`config.mk`:
```
export PLATFORM = sky130hd
export DESIGN_NAME = systime_counter
export DESIGN_NICKNAME = d
export VERILOG_FILES = /design/src/rtl/stb_pkg.sv /design/src/rtl/stb_datapath.sv /design/src/rtl/stb_ctrl.sv /design/src/rtl/systime_counter.sv
export SDC_FILE = /design/constraint.sdc
export NUM_CORES = 1
export LEC_CHECK = 0
export BUFFER_PORTS_ARGS = -buffer_cell sky130_fd_sc_hd__clkbuf_2
export CORE_ASPECT_RATIO = 1.1
export CORE_MARGIN = 4
export CORE_UTILIZATION = 40
export CTS_BUF_LIST = sky130_fd_sc_hd__clkbuf_8
export CTS_CLUSTER_DIAMETER = 120
export DETAILED_ROUTE_END_ITERATION = 7
export MAX_ROUTING_LAYER = met4
export PLACE_DENSITY_LB_ADDON = 0.12
export SYNTH_ARGS = -nofsm -noshare
export SYNTH_HDL_FRONTEND = slang
export SYNTH_SLANG_ARGS = --single-unit
```
`constraint.sdc`:
```
create_clock -name clk -period 3.15 [get_ports clk]
set_input_delay 0.63 -clock clk [delete_from_list [all_inputs] [get_ports clk]]
set_output_delay 0.63 -clock clk [all_outputs]
set_load 0.005 [all_outputs]
```
`src/rtl/stb_pkg.sv`:
```
package stb_pkg;
  localparam int WORD_W     = 32;
  localparam int CNT_W      = 64;
  localparam int NUM_FRAMES = 2;
  localparam int ADDR_W     = 5;

  localparam int A_CTRL    = 'h00;
  localparam int A_STAT    = 'h01;
  localparam int A_HWSW    = 'h02;
  localparam int A_STEP    = 'h03;
  localparam int A_FREQ    = 'h04;
  localparam int NUM_FREQ  = 3;
  localparam int A_CMP     = 'h08;
  localparam int CMP_PITCH = 4;
  localparam int A_CNTLO   = 'h10;
  localparam int A_CNTHI   = 'h11;

  localparam int B_RUN  = 0;
  localparam int B_HALT = 1;
  localparam int B_REQB = 8;
  localparam int B_REQA = 9;

  localparam int B_CEN   = 0;
  localparam int B_CMASK = 1;
  localparam int B_CSTAT = 2;

  typedef struct packed {
    logic                  cntLoWr;
    logic                  cntHiWr;
    logic [NUM_FRAMES-1:0] cmpLoWr;
    logic [NUM_FRAMES-1:0] cmpHiWr;
    logic                  advance;
    logic [WORD_W-1:0]     step;
    logic [WORD_W-1:0]     wdata;
  } dp_strobe_t;
endpackage

```
`src/rtl/stb_datapath.sv`:
```
module stb_datapath
  import stb_pkg::*;
(
  input  logic                             clk,
  input  logic                             rstN,
  input  dp_strobe_t                       strb,
  input  logic [NUM_FRAMES-1:0]            cmpEn,
  output logic [CNT_W-1:0]                 cntValue,
  output logic [NUM_FRAMES-1:0][CNT_W-1:0] cmpValue,
  output logic [NUM_FRAMES-1:0]            cmpHit
);
  localparam int HALF = CNT_W / 2;

  // software write has priority over a tick in the same cycle
  always_ff @(posedge clk) begin
    if (!rstN) begin
      cntValue <= '0;
    end else if (strb.cntLoWr) begin
      cntValue[HALF-1:0] <= strb.wdata;
    end else if (strb.cntHiWr) begin
      cntValue[CNT_W-1:HALF] <= strb.wdata;
    end else if (strb.advance) begin
      cntValue <= cntValue + {{(CNT_W-WORD_W){1'b0}}, strb.step};
    end
  end

  for (genvar k = 0; k < NUM_FRAMES; k++) begin : g_frame
    always_ff @(posedge clk) begin
      if (!rstN) begin
        cmpValue[k] <= '0;
      end else begin
        if (strb.cmpLoWr[k]) cmpValue[k][HALF-1:0]     <= strb.wdata;
        if (strb.cmpHiWr[k]) cmpValue[k][CNT_W-1:HALF] <= strb.wdata;
      end
    end

    always_ff @(posedge clk) begin
      if (!rstN) cmpHit[k] <= 1'b0;
      else       cmpHit[k] <= cmpEn[k] && (cntValue >= cmpValue[k]);
    end
  end
endmodule

```
`src/rtl/stb_ctrl.sv`:
```
module stb_ctrl
  import stb_pkg::*;
#(
  parameter logic [WORD_W-1:0] FREQ_MODE0 = 32'd24000000,
  parameter logic [WORD_W-1:0] FREQ_MODE1 = 32'd12000000,
  parameter logic [WORD_W-1:0] FREQ_MODE2 = 32'd32768,
  parameter logic [WORD_W-1:0] STEP_RESET = 32'd1
) (
  input  logic                             clk,
  input  logic                             rstN,
  input  logic [ADDR_W-1:0]                busAddr,
  input  logic                             busWrEn,
  input  logic [WORD_W-1:0]                busWData,
  output logic [WORD_W-1:0]                busRData,
  input  logic                             baseTick,
  input  logic                             altTick,
  input  logic                             dbgHalt,
  input  logic                             hwAltReq,
  input  logic [CNT_W-1:0]                 cntValue,
  input  logic [NUM_FRAMES-1:0][CNT_W-1:0] cmpValue,
  input  logic [NUM_FRAMES-1:0]            cmpHit,
  output dp_strobe_t                       strb,
  output logic [NUM_FRAMES-1:0]            cmpEn,
  output logic [NUM_FRAMES-1:0]            irqOut,
  output logic                             altWant,
  output logic                             onAlt
);
  localparam int HALF = CNT_W / 2;
  localparam logic [NUM_FREQ-1:0][WORD_W-1:0] FREQ_TABLE = {FREQ_MODE2, FREQ_MODE1, FREQ_MODE0};

  logic runEn, haltEn, reqBase, reqAlt, hwSwEn, syncStage;
  logic [WORD_W-1:0] altStep;
  logic [NUM_FRAMES-1:0] cmpMask;
  logic [NUM_FRAMES-1:0] frmLoSel, frmHiSel, frmCtlSel;

  logic ctrlWr, hwswWr, stepWr;
  assign ctrlWr = busWrEn && (busAddr == ADDR_W'(A_CTRL));
  assign hwswWr = busWrEn && (busAddr == ADDR_W'(A_HWSW));
  assign stepWr = busWrEn && (busAddr == ADDR_W'(A_STEP));

  for (genvar k = 0; k < NUM_FRAMES; k++) begin : g_dec
    localparam int FB = A_CMP + CMP_PITCH * k;
    assign frmLoSel[k]  = busAddr == ADDR_W'(FB);
    assign frmHiSel[k]  = busAddr == ADDR_W'(FB + 1);
    assign frmCtlSel[k] = busAddr == ADDR_W'(FB + 2);

    always_ff @(posedge clk) begin
      if (!rstN) begin
        cmpEn[k]   <= 1'b0;
        cmpMask[k] <= 1'b0;
      end else if (busWrEn && frmCtlSel[k]) begin
        cmpEn[k]   <= busWData[B_CEN];
        cmpMask[k] <= busWData[B_CMASK];
      end
    end
  end

  always_ff @(posedge clk) begin
    if (!rstN) begin
      runEn   <= 1'b0;
      haltEn  <= 1'b0;
      reqBase <= 1'b1;
      reqAlt  <= 1'b0;
      hwSwEn  <= 1'b0;
      altStep <= STEP_RESET;
    end else begin
      if (ctrlWr) begin
        runEn   <= busWData[B_RUN];
        haltEn  <= busWData[B_HALT];
        reqBase <= busWData[B_REQB];
        reqAlt  <= busWData[B_REQA];
      end
      if (hwswWr) hwSwEn  <= busWData[0];
      if (stepWr) altStep <= busWData;
    end
  end

  // source choice, then a two-stage synchroniser; the last stage is the live source
  assign altWant = hwSwEn ? hwAltReq : (reqAlt && !reqBase);

  always_ff @(posedge clk) begin
    if (!rstN) begin
      syncStage <= 1'b0;
      onAlt     <= 1'b0;
    end else begin
      syncStage <= altWant;
      onAlt     <= syncStage;
    end
  end

  always_comb begin
    strb.cntLoWr = busWrEn && (busAddr == ADDR_W'(A_CNTLO));
    strb.cntHiWr = busWrEn && (busAddr == ADDR_W'(A_CNTHI));
    strb.cmpLoWr = frmLoSel & {NUM_FRAMES{busWrEn}};
    strb.cmpHiWr = frmHiSel & {NUM_FRAMES{busWrEn}};
    strb.advance = runEn && !(haltEn && dbgHalt) && (onAlt ? altTick : baseTick);
    strb.step    = onAlt ? altStep : WORD_W'(1);
    strb.wdata   = busWData;
  end

  assign irqOut = cmpHit & cmpMask;

  always_comb begin
    busRData = '0;
    if (busAddr == ADDR_W'(A_CTRL)) begin
      busRData[B_RUN]  = runEn;
      busRData[B_HALT] = haltEn;
      busRData[B_REQB] = reqBase;
      busRData[B_REQA] = reqAlt;
    end
    if (busAddr == ADDR_W'(A_STAT))  busRData[0] = onAlt;
    if (busAddr == ADDR_W'(A_HWSW))  busRData[0] = hwSwEn;
    if (busAddr == ADDR_W'(A_STEP))  busRData = altStep;
    if (busAddr == ADDR_W'(A_CNTLO)) busRData = cntValue[HALF-1:0];
    if (busAddr == ADDR_W'(A_CNTHI)) busRData = cntValue[CNT_W-1:HALF];
    for (int i = 0; i < NUM_FREQ; i++) begin
      if (busAddr == ADDR_W'(A_FREQ + i)) busRData = FREQ_TABLE[i];
    end
    for (int k = 0; k < NUM_FRAMES; k++) begin
      if (frmLoSel[k]) busRData = cmpValue[k][HALF-1:0];
      if (frmHiSel[k]) busRData = cmpValue[k][CNT_W-1:HALF];
      if (frmCtlSel[k]) begin
        busRData[B_CEN]   = cmpEn[k];
        busRData[B_CMASK] = cmpMask[k];
        busRData[B_CSTAT] = cmpHit[k];
      end
    end
  end
endmodule

```
`src/rtl/systime_counter.sv`:
```
module systime_counter
  import stb_pkg::*;
#(
  parameter logic [WORD_W-1:0] FREQ_MODE0 = 32'd24000000,
  parameter logic [WORD_W-1:0] FREQ_MODE1 = 32'd12000000,
  parameter logic [WORD_W-1:0] FREQ_MODE2 = 32'd32768,
  parameter logic [WORD_W-1:0] STEP_RESET = 32'd1
) (
  input  logic                  clk,
  input  logic                  rstN,
  input  logic [ADDR_W-1:0]     busAddr,
  input  logic                  busWrEn,
  input  logic [WORD_W-1:0]     busWData,
  output logic [WORD_W-1:0]     busRData,
  input  logic                  baseTick,
  input  logic                  altTick,
  input  logic                  dbgHalt,
  input  logic                  hwAltReq,
  output logic [NUM_FRAMES-1:0] irqOut
);
  dp_strobe_t                       strb;
  logic [CNT_W-1:0]                 cntValue;
  logic [NUM_FRAMES-1:0][CNT_W-1:0] cmpValue;
  logic [NUM_FRAMES-1:0]            cmpHit;
  logic [NUM_FRAMES-1:0]            cmpEn;
  logic                             altWant;
  logic                             onAlt;

  stb_ctrl #(
    .FREQ_MODE0(FREQ_MODE0),
    .FREQ_MODE1(FREQ_MODE1),
    .FREQ_MODE2(FREQ_MODE2),
    .STEP_RESET(STEP_RESET)
  ) u_ctrl (
    .clk(clk), .rstN(rstN),
    .busAddr(busAddr), .busWrEn(busWrEn), .busWData(busWData), .busRData(busRData),
    .baseTick(baseTick), .altTick(altTick), .dbgHalt(dbgHalt), .hwAltReq(hwAltReq),
    .cntValue(cntValue), .cmpValue(cmpValue), .cmpHit(cmpHit),
    .strb(strb), .cmpEn(cmpEn), .irqOut(irqOut), .altWant(altWant), .onAlt(onAlt)
  );

  stb_datapath u_dp (
    .clk(clk), .rstN(rstN), .strb(strb), .cmpEn(cmpEn),
    .cntValue(cntValue), .cmpValue(cmpValue), .cmpHit(cmpHit)
  );
endmodule

```
==> results.sh <==
export IMPL_status="finished clean"
export IMPL_cp_arrival_ns=3.69
export IMPL_grt_pass1_vias=16400
export IMPL_rsz0062_at_grt="true"
export IMPL_worstMarginPinSlew_ns=0.719
export IMPL_route_detailed_drc=0
export IMPL_min_from="hwAltReq"
export IMPL_yosysWarnings=0
export IMPL_maxCapViolations=0
export IMPL_ys_seq_area_share_pct=29.2
export IMPL_critPathBufInv=2
export IMPL_final_hold_viol_count=0
export IMPL_p_comb_share_pct=14.7
export IMPL_relSlewSlack_pct=51.9
export IMPL_rows=77
export IMPL_grt_max_degree=46
export IMPL_setup_viol=0
export IMPL_hpwl_um=55100
export IMPL_rr_endpoint="u_dp.cntValue[44]"
export IMPL_cts_hold_buf=0
export IMPL_overflow=0
export IMPL_p_int_w=0.00523
export IMPL_reg2reg_depth=12
export IMPL_fmax_mhz=320
export IMPL_layout_min_cycle_time_ns=3.12
export IMPL_antenna_found_initial=0
export IMPL_pwr_density_cell_nw_per_um2=382
export IMPL_core_area_um2=40200
export IMPL_finClkSkew_ns=0.0340
export IMPL_die_y_um=220
export IMPL_ant_nets=0
export IMPL_pwr_share_clk_pct=43.5
export IMPL_min_period_over_period_pct=99.2
export IMPL_numClockSinks=237
export IMPL_num_vias=17500
export IMPL_drt_iter0_drc=1874
export IMPL_layout_drive_gt1_share_pct=17.7
export IMPL_postSynthAreaPerCell_um2=7.52
export IMPL_power_w=0.00747
export IMPL_end_kind="flop"
export IMPL_ir_drop_mv=0.313
export IMPL_worst_path_max_fanout=19
export IMPL_dieArea_um2=44000
export IMPL_path_cells="buf_6 -> buf_12 -> and2_4 -> ha_4 -> a21oi_2 -> o211ai_1 -> a211oi_2 -> o311a_1 -> a31oi_4 -> nand2_4 -> or4_1 -> a31oi_1"
export IMPL_synthTopCellsByCount="nand2_1 (433), a21oi_1 (278), dfxtp_1 (237), ha_1 (160), inv_1 (148)"
export IMPL_ys_async_sr_fraction_pct=0
export IMPL_synthTopCellsByArea="dfxtp_1 (29%), ha_1 (12%), nand2_1 (10%), a21oi_1 (8.6%), inv_1 (3.4%)"
export IMPL_start_util_pct=40.5
export IMPL_routedWlPerCell_um=24.8
export IMPL_syn_to_final_growth_pct=20.1
export IMPL_crit_family="compound AO/OA/AOI/OAI gates"
export IMPL_ff2ff_setup_slack_ns=0.03
export IMPL_place_inst=2815
export IMPL_synth_edf_count=0
export IMPL_portBuffers=77
export IMPL_drv_slew=0
export IMPL_synth_top_area_cell="dfxtp_1"
export IMPL_hold_path_class="in -> reg"
export IMPL_io_pins=78
export IMPL_switching_share_pct=30.0
export IMPL_cp_data_required_time_ns=3.72
export IMPL_grt_pass1_wl_um=106000
export IMPL_cp_slowest_cell="or4_1"
export IMPL_place_ws_ns=-0.110
export IMPL_clockBufferDepth=3
export IMPL_crit_path_start_kind="flop"
export IMPL_die_w_um=200
export IMPL_cts_made_buffers=45
export IMPL_cts_root_buf="clkbuf_8"
export IMPL_synth_seq_cells=237
export IMPL_path_class="reg -> reg"
export IMPL_nNetsFinal=2562
export IMPL_slowest_delay_ns=0.56
export IMPL_viasPerCell=6.03
export IMPL_setup_ws_ns=0.0256
export IMPL_ys_types=87
export IMPL_p_switching_w=0.00224
export IMPL_hold_depth=3
export IMPL_track_usage_pct=32.5
export IMPL_rr_startpoint="u_ctrl.onAlt"
export IMPL_postSynthCellCount=2165
export IMPL_leakagePower_nw=7.80
export IMPL_clk_pin_slew_ns=0.06
export IMPL_synth_area_um2=16300
export IMPL_clock_latency_ns=0.64
export IMPL_h_tree_depth=2
export IMPL_ys_flop_type="dfxtp_1"
export IMPL_syn_nets=2370
export IMPL_routed_wl_um=71900
export IMPL_diodes=0
export IMPL_hold_end="u_ctrl.syncStage"
export IMPL_yosysMostFrequentCell="nand2_1"
export IMPL_seqPwrFrac_pct=41.8
export IMPL_gp_congestion=1.00
export IMPL_yosysTopAreaCellShare_pct=29.2
export IMPL_final_cells=2902
export IMPL_cts_tree="done"
export IMPL_drt_first_pass_iters=7
==> layout by cell type (no fill, tap or decap), drive strengths merged, types with 49 or more instances in the layout <==
master,netlist,layout
ha,160,160
a21oi,279,279
nor2,91,91
inv,148,159
a21o,59,59
nand2,434,435
o21ai,51,51
and2,49,49
dfxtp,237,237
buf,7,200
clkbuf,123,137
nand3,61,61
==> repair_timing <==
item	in CTS	in global routing
setup buffers	3	4
resized for setup	8	41
gates cloned	1	0
pin swaps	6	14
endpoints found under the setup margin	9	45
==> cell families after synthesis <==
| kind of cell | synth area share, % |
|---|---|
| and+or+nand+nor | 21.9 |
| AOI/OAI and AO/OA | 26.7 |
| buffers and inverters | 7.62 |
| DFF | 29.2 |
| adders and majority gates | 12.4 |
| xor gates and xnor gates | 1.51 |
| muxes | 0.638 |
==> final cells by class <==
cell class | instances | area, µm²
Timing Repair Buffer | 277 | 2130
Tap cell | 513 | 642
Inverter | 148 | 561
Clock buffer | 60 | 826
Clock inverter | 19 | 115
Multi-Input combinational cell | 1648 | 10500
Sequential cell | 237 | 4750
Fill cell | 4071 | 20600
==> worst min-delay path: cells and delay by family <==
family | cells | cell delay, ns
AND/OR/NAND/NOR | 1 | 0.07
AO/OA/AOI/OAI | 1 | 0.06
buffers and inverters | 1 | 0.10
==> worst max-delay path by stage <==
| stage | startpoint | to | slack (ns) | depth (start not counted) |
|---|---|---|---|---|
| after floorplan | busAddr[3] | busRData[15] | 0.15 | 8 |
| after global placement | u_ctrl.onAlt | u_dp.cntValue[62] | -0.08 | 12 |
| after detailed placement | u_ctrl.onAlt | u_dp.cntValue[62] | -0.11 | 12 |
| after CTS | u_ctrl.onAlt | u_dp.cntValue[62] | 0.007 | 13 |
| after global routing | u_ctrl.onAlt | u_dp.cntValue[44] | -0.07 | 12 |
| final | u_ctrl.onAlt | u_dp.cntValue[44] | 0.03 | 12 |
==> metrics by stage <==
| stage | cell area (µm²) | hold slack (ns) | utilization, % | TNS [ns] |
|---|---|---|---|---|
| after floorplan | 16300 | 0.412 | - | 0 |
| after global placement | 18300 | 0.424 | 45.6 | -0.112 |
| after detailed placement | 18300 | 0.422 | 45.6 | -0.450 |
| after CTS | 19300 | 0.253 | 48.1 | 0 |
| after global routing | 19500 | 0.287 | 48.6 | -0.143 |
| final | 19500 | 0.283 | 48.6 | 0 |
==> flip-flops by register name, summed over array words and instances, names as in the netlist <==
signal and flops:
u_ctrl.runEn 1, u_ctrl.syncStage 1, u_dp.cmpValue 128, u_ctrl.altStep 32
u_dp.cmpHit 2, u_ctrl.cmpMask 2, u_dp.cntValue 64, u_ctrl.haltEn 1
u_ctrl.reqBase 1, u_ctrl.onAlt 1, u_ctrl.reqAlt 1, u_ctrl.cmpEn 2
u_ctrl.hwSwEn 1
==> per-layer routing <==
layer / share of wire, % / vias up / GRT usage (%)
met5: 0 / - / -
met4: 3.5 / 0 / 9.87
met3: 9.0 / 128 / 5.22
met2: 42 / 736 / 48.2
met1: 45 / 8464 / 45.9
li1: - / 8174 / -
==> power groups by stage <==
| stage | clock (W) | combinational, W | sequential (W) |
|---|---|---|---|
| 5_1_grt | 0.00342 | 0.00118 | 0.00313 |
| 4_1_cts | 0.00329 | 0.00107 | 0.00312 |
| 2_1_floorplan | 0 | 0.000556 | 0.00317 |
| 3_3_place_gp | 0 | 0.00106 | 0.00319 |
| 3_5_place_dp | 0 | 0.00107 | 0.00319 |
| 6_report | 0.00325 | 0.00110 | 0.00313 |
Power figures use the tool's default switching activity.
